### config.mk
export PLATFORM = sky130hd
export DESIGN_NAME = ctrl_decoder
export DESIGN_NICKNAME = d
export VERILOG_FILES = /design/src/rtl/ctrl_dec_pkg.sv /design/src/rtl/ctrl_main_dec.sv /design/src/rtl/ctrl_alu_dec.sv /design/src/rtl/ctrl_out_reg.sv /design/src/rtl/ctrl_decoder.sv
export SDC_FILE = /design/constraint.sdc
export NUM_CORES = 1
export LEC_CHECK = 0
export ABC_AREA = 1
export ABC_CLOCK_PERIOD_IN_PS = 2100
export CAP_MARGIN = 20
export CORE_MARGIN = 1.5
export CORE_UTILIZATION = 39
export DETAILED_ROUTE_END_ITERATION = 7
export PLACE_DENSITY_LB_ADDON = 0.12
export SLEW_MARGIN = 0
export SYNTH_ARGS = -nofsm -noshare
export SYNTH_HDL_FRONTEND = slang
export SYNTH_SLANG_ARGS = --single-unit
### constraint.sdc
create_clock -name clk -period 2.1 [get_ports clk]
set_input_delay 0.315 -clock clk [delete_from_list [all_inputs] [get_ports clk]]
set_output_delay 0.315 -clock clk [all_outputs]
set_load 0.02 [all_outputs]
### src/rtl/ctrl_dec_pkg.sv
package ctrl_dec_pkg;

  localparam int OPC_W = 6;
  localparam int FNC_W = 6;
  localparam int AOP_W = 3;
  localparam int ACL_W = 2;

  typedef enum logic [ACL_W-1:0] {
    CLS_ADD  = 2'b00,
    CLS_SUB  = 2'b01,
    CLS_FUNC = 2'b10,
    CLS_RSVD = 2'b11
  } alu_class_e;

  typedef enum logic [AOP_W-1:0] {
    AOP_AND = 3'b000,
    AOP_OR  = 3'b010,
    AOP_ADD = 3'b100,
    AOP_SUB = 3'b101,
    AOP_SLT = 3'b111
  } alu_op_e;

  localparam logic [OPC_W-1:0] OPC_RFMT  = 6'b000000;
  localparam logic [OPC_W-1:0] OPC_LOAD  = 6'b100011;
  localparam logic [OPC_W-1:0] OPC_STORE = 6'b101011;
  localparam logic [OPC_W-1:0] OPC_BEQ   = 6'b000100;
  localparam logic [OPC_W-1:0] OPC_JUMP  = 6'b000010;

  localparam logic [FNC_W-1:0] FNC_ADD = 6'b100000;
  localparam logic [FNC_W-1:0] FNC_SUB = 6'b100010;
  localparam logic [FNC_W-1:0] FNC_AND = 6'b100100;
  localparam logic [FNC_W-1:0] FNC_OR  = 6'b100101;
  localparam logic [FNC_W-1:0] FNC_SLT = 6'b101010;

  typedef struct packed {
    logic       reg_wr;
    logic       alu_src_imm;
    logic       mem_to_reg;
    logic       dst_is_rd;
    logic       mem_rd;
    logic       mem_wr;
    logic       br_eq;
    logic       jump;
    alu_class_e alu_class;
  } main_ctrl_t;

  localparam int MAIN_W = $bits(main_ctrl_t);

endpackage

### src/rtl/ctrl_main_dec.sv
module ctrl_main_dec
  import ctrl_dec_pkg::*;
(
  input  logic [OPC_W-1:0] op_code,
  output main_ctrl_t       ctrl,
  output logic             is_rfmt
);

  always_comb begin
    ctrl      = '0;
    ctrl.alu_class = CLS_ADD;
    is_rfmt   = 1'b0;
    unique case (op_code)
      OPC_RFMT: begin
        is_rfmt        = 1'b1;
        ctrl.reg_wr    = 1'b1;
        ctrl.dst_is_rd = 1'b1;
        ctrl.alu_class = CLS_FUNC;
      end
      OPC_LOAD: begin
        ctrl.reg_wr      = 1'b1;
        ctrl.alu_src_imm = 1'b1;
        ctrl.mem_to_reg  = 1'b1;
        ctrl.mem_rd      = 1'b1;
      end
      OPC_STORE: begin
        ctrl.alu_src_imm = 1'b1;
        ctrl.mem_wr      = 1'b1;
      end
      OPC_BEQ: begin
        ctrl.br_eq     = 1'b1;
        ctrl.alu_class = CLS_SUB;
      end
      OPC_JUMP: begin
        ctrl.jump = 1'b1;
      end
      default: begin
        ctrl = '0;
      end
    endcase
  end

endmodule

### src/rtl/ctrl_alu_dec.sv
module ctrl_alu_dec
  import ctrl_dec_pkg::*;
(
  input  alu_class_e       alu_class,
  input  logic [FNC_W-1:0] fn_code,
  output alu_op_e          alu_op,
  output logic             fn_known
);

  always_comb begin
    alu_op   = AOP_ADD;
    fn_known = 1'b1;
    unique case (alu_class)
      CLS_ADD:  alu_op = AOP_ADD;
      CLS_SUB:  alu_op = AOP_SUB;
      CLS_FUNC: begin
        unique case (fn_code)
          FNC_ADD: alu_op = AOP_ADD;
          FNC_SUB: alu_op = AOP_SUB;
          FNC_AND: alu_op = AOP_AND;
          FNC_OR:  alu_op = AOP_OR;
          FNC_SLT: alu_op = AOP_SLT;
          default: begin
            alu_op   = AOP_ADD;
            fn_known = 1'b0;
          end
        endcase
      end
      default:  alu_op = AOP_ADD;
    endcase
  end

endmodule

### src/rtl/ctrl_out_reg.sv
module ctrl_out_reg #(
  parameter int               W       = 8,
  parameter logic [W-1:0]     RST_VAL = '0
) (
  input  logic         clk,
  input  logic         rst,
  input  logic [W-1:0] d,
  output logic [W-1:0] q
);

  always_ff @(posedge clk) begin
    if (rst) q <= RST_VAL;
    else     q <= d;
  end

endmodule

### src/rtl/ctrl_decoder.sv
module ctrl_decoder
  import ctrl_dec_pkg::*;
#(
  parameter int REG_IDX_W = 5
) (
  input  logic                 clk,
  input  logic                 rst,
  input  logic [5:0]           op_code,
  input  logic [5:0]           fn_code,
  input  logic [REG_IDX_W-1:0] rt_idx,
  input  logic [REG_IDX_W-1:0] rd_idx,
  output logic                 reg_wr,
  output logic                 alu_src_imm,
  output logic                 mem_to_reg,
  output logic                 dst_is_rd,
  output logic                 mem_rd,
  output logic                 mem_wr,
  output logic                 br_eq,
  output logic                 jump,
  output logic [1:0]           alu_class,
  output logic [2:0]           alu_op,
  output logic [REG_IDX_W-1:0] wr_reg
);

  localparam int WORD_W = MAIN_W + AOP_W + REG_IDX_W;
  localparam logic [WORD_W-1:0] WORD_RST =
    {{MAIN_W{1'b0}}, AOP_ADD, {REG_IDX_W{1'b0}}};

  main_ctrl_t main_raw;
  main_ctrl_t main_eff;
  logic       is_rfmt;
  alu_op_e    op_raw;
  alu_op_e    op_eff;
  logic       fn_known;
  logic       fn_reject;
  logic [REG_IDX_W-1:0] dst_sel;
  logic [WORD_W-1:0]    word_d;
  logic [WORD_W-1:0]    word_q;

  ctrl_main_dec u_main (
    .op_code (op_code),
    .ctrl    (main_raw),
    .is_rfmt (is_rfmt)
  );

  ctrl_alu_dec u_alu (
    .alu_class (main_raw.alu_class),
    .fn_code   (fn_code),
    .alu_op    (op_raw),
    .fn_known  (fn_known)
  );

  // A register-format word with an unknown function code is squashed.
  assign fn_reject = is_rfmt & ~fn_known;

  always_comb begin
    if (fn_reject) begin
      main_eff = '0;
      op_eff   = AOP_ADD;
    end else begin
      main_eff = main_raw;
      op_eff   = op_raw;
    end
  end

  assign dst_sel = main_eff.dst_is_rd ? rd_idx : rt_idx;
  assign word_d  = {main_eff, op_eff, dst_sel};

  ctrl_out_reg #(
    .W       (WORD_W),
    .RST_VAL (WORD_RST)
  ) u_oreg (
    .clk (clk),
    .rst (rst),
    .d   (word_d),
    .q   (word_q)
  );

  assign {reg_wr, alu_src_imm, mem_to_reg, dst_is_rd, mem_rd, mem_wr,
          br_eq, jump, alu_class, alu_op, wr_reg} = word_q;

endmodule

# Word level (Yosys, flattened, before mapping)

Cells that the tools add are included.

Register bits after elaboration: 18
Input port bits: 24
Output and inout port bits: 18
Logic and storage cells: 34

Equal/unequal tests: 11
Muxes and demuxes: 14
Bitwise operators: 2
Reductions and logical operators: 5

Operators by type and width:

| cell               | count |
|---|---|
| $eq 6x6->1 const B | 7 |
| $pmux 3 s4         | 1 |
| $mux 1             | 9 |
| $mux 7             | 1 |
| $eq 6x2->1 const B | 1 |
| $eq 6x3->1 const B | 1 |
| $logic_not 6->1    | 1 |
| $pmux 3 s2         | 1 |
| $reduce_or 2->1    | 3 |
| $mux 5             | 1 |
| $reduce_or 5->1    | 1 |
| $pmux 2 s2         | 1 |
| $eq 2x1->1 const B | 1 |
| $eq 2x2->1 const B | 1 |
| $and 1x1->1        | 1 |
| $not 1->1          | 1 |

# Logic depth before layout (Yosys ltp)

Depth in word-level cells: 8
Gate-level depth with buffers: 12
Mapped depth without buffers: 12

# By module

Synthesis repeated with hierarchy kept, for this count alone.

Cell total of the unflattened synthesis: 166
Area, all modules: 1022.2 sq um

By module, submodules not included:

| module        | instances | cells each | area each (sq um) | seq. area each (sq um) |
|---|---|---|---|---|
| ctrl_out_reg  | 1         | 57         | 525.5             | 360.3 |
| ctrl_decoder  | 1         | 44         | 188.9             | 0.0 |
| ctrl_alu_dec  | 1         | 37         | 181.4             | 0.0 |
| ctrl_main_dec | 1         | 28         | 126.4             | 0.0 |

# Worst setup path after synthesis

No wires, ideal clock.

Kind: in2reg
Start point: input port op_code[0]
End point: register u_oreg.q[14]
Arrival time: 1.610 ns
Data required time: 1.977 ns
Slack: 0.367 ns
Stages: 11
Cells stage by stage: nor2_1 nand2_1 nor2_4 nand2_4 inv_2 ha_1 inv_1 a21oi_2 nand2_4 o21ai_4 nor2_1

RTL lines:

| element                | line               | text |
|---|---|---|
| start: declaration     | ctrl_decoder.sv:8  | `input logic [5:0] op_code,` |
| end signal: assignment | ctrl_out_reg.sv:12 | `if (rst) q <= RST_VAL;` |
| end signal: assignment | ctrl_out_reg.sv:13 | `else q <= d;` |
| end: declaration       | ctrl_out_reg.sv:8  | `output logic [W-1:0] q` |

==> reports/metrics.yaml <==
hold_viol: 0
startpoint_type: "input port"
p_sw_share_pct: 24.1
nNetsFinal: 194
synthAdderAreaFrac_pct: 4.51
io_buffers: 41
seq_area_frac_synth_pct: 40.9
criticalPathCategory: "in -> reg"
n_fill_cell: 170
yosysWarningCount: 0
min_path_type: "in -> reg"
top_regs: "u_oreg.q: 17 flops"
track_usage_pct: 15.1
ys.flop_type: "dfxtp_1"
viasPerCell: 4.33
fmax_mhz: 540
drt_pass1_iterations: 4
fin_cells: 193
p_int_uw: 464
synth_area_um2: 832
comb_power_share_pct: 18.7
gp_congestion: 0.820
die_h_um: 49.2
ios: 42
die_x_um: 49.2
maxSlewViolCount: 0
cts_setup_buffers: 0
fp-row-count: 16
core_area_mm2: 0.00198
routed_wl_um: 1710
synth_cell_type_count: 17
clkTransAtPathRegs_ps: 100
ys_ff_latch: 17
finalSetupViolations: 0
antenna_found_initial: 0
p_seq_share_pct: 54.1
cts-root-buf: "clkbuf_4"
hold_start: "rt_idx[3]"
holdBufCountCts: 0
power_uw: 611
setup_ws_ps: 249
dp_cells: 189
rsz0062_at_grt: "false"
regMostFlops: "u_oreg.q"
die-area_mm2: 0.00242
p_leak_nw: 0.614
globalRouteOverflowTotal: 0
max-vdd-ir-drop_mv: 0.261
pre_cts_ws_ps: -50.2
area_growth_pct: 60.3
hold_slack_ps: 607
cts_sinks: 17
first_iter_violations: 13
num_vias: 835
synth_top_family_by_area: "simple AND/OR/NAND/NOR gates"
postLayoutCellArea_mm2: 0.00133
layout_common_cells: "clkdlybuf4s50_1, nor2_1, inv_1"
async_flop_share_pct: 0
start_util_pct: 42.0
drive_gt1_share_pct: 13.3
hpwl_um: 1430
min_period_over_period_pct: 88.1
wl_per_cell_um: 8.85
switchingPower_uw: 148
synth_edf_count: 0
period_minus_slack_ps: 1850
synth_area_per_cell_um2: 7.11
cts_resized: 0
whs_path_depth: 3
cp-end-kind: "flop"
grt_pass1_vias: 740
largest_register_ffs: 17
muxShareOfSynthArea_pct: 0
cts.path.max_buffers: 2
crit_required_ps: 2270
synth-simple-area-share_pct: 36.8
hold_end: "u_oreg.q[3]"
grt_max_degree: 11
syn_nets: 144
synth-compound-area-share_pct: 6.47
layout_commonest_cell: "clkdlybuf4s50_1"
synthCells: 117
grt_pass1_wl_um: 2890
synthXorXnorAreaFrac_pct: 0
cts_tree: "done"
power.share.clock_pct: 27.2
crit_arrival_ps: 2020
status: "finished clean"
cts_made_buffers: 3
post-route-drc-count: 0
place_area_mm2: 0.00131
max_slew_margin_pct: 80.0
worstMarginPinSlew_ps: 299
power.density_mw_per_mm2: 458
cts_max_level: 1
n_antenna_cell: 0
crit_fanout: 8
antenna_left: 0
maxCapViolCount: 0
## synthesized netlist by cell type (2+ instances only)
| cell type | count | area (µm²) |
|---|---|---|
| nand3_1 | 11 | 55.1 |
| nand2_1 | 18 | 67.6 |
| nor2_1 | 27 | 101 |
| nor2_2 | 4 | 25.0 |
| nor2_4 | 2 | 22.5 |
| a21oi_2 | 2 | 17.5 |
| o21ai_0 | 2 | 10.0 |
| nand2_4 | 2 | 22.5 |
| dfxtp_1 | 17 | 340 |
| inv_1 | 22 | 82.6 |
| ha_1 | 3 | 37.5 |
| a21oi_1 | 2 | 10.0 |
## metal layers
| layer | vias to the layer above | GRT usage (%) | wire length, µm |
|---|---|---|---|
| met3 | 2 | 1.84 | 67 |
| met4 | 0 | 5.71 | 19 |
| met2 | 26 | 27.3 | 856 |
| li1 | 451 | - | - |
| met1 | 356 | 18.1 | 765 |
| met5 | - | 0 | 0 |
## cell families (layout without fill, tap and decap cells)
family                     after synthesis  in the layout
and+or+nand+nor                         66             66
buffers and inverters                   24             73
DFF                                     17             17
AOI/OAI and AO/OA                        7              7
adders and majority gates                3              3
## stage by stage
step / TNS [ps] / util (%)
after floorplan: 0 / -
after global placement: 0 / 65.9
after detailed placement: -263 / 65.9
after CTS: 0 / 67.3
after global routing: 0 / 67.3
final: 0 / 67.3
## worst max-delay path, cell delays in order
cell and delay, ps:
clkdlybuf4s50_1 410, nor2_1 110, nand2_1 100, nor2_4 140, nand2_4 60, inv_2 50
ha_1 210, inv_1 70, a21oi_2 150, nand2_4 90, o21ai_4 240, nor2_1 70
## power by group through the flow
stage                     Clock, mW  Combinational (mW)  Sequential (mW)
after CTS                     0.175               0.115            0.331
after floorplan                   0              0.0366            0.347
after detailed placement          0               0.115            0.338
final                         0.166               0.115            0.331
after global placement            0               0.113            0.338
after global routing          0.188               0.125            0.331
## area by class of cell
type | count | area, µm² | share of cell area [%]
timing repair buffer | 46 | 448 | 33.6
clock buffer | 3 | 22.5 | 1.69
multi-input combinational | 76 | 398 | 29.8
inverter | 23 | 86.3 | 6.47
tap | 27 | 33.8 | 2.53
sequential | 17 | 340 | 25.5
clock inverter | 1 | 5.00 | 0.375
## worst max path at each step
| stage | from | to | slack (ps) | cells after the start |
|---|---|---|---|---|
| after floorplan | op_code[0] | u_oreg.q[14] | 370 | 11 |
| after global placement | op_code[0] | u_oreg.q[17] | 20 | 12 |
| after detailed placement | op_code[0] | u_oreg.q[5] | -50 | 12 |
| after CTS | op_code[0] | u_oreg.q[5] | 250 | 12 |
| after global routing | op_code[5] | u_oreg.q[5] | 100 | 12 |
| final | op_code[0] | u_oreg.q[5] | 250 | 12 |
No activity file was read; power rests on OpenSTA's default activity.
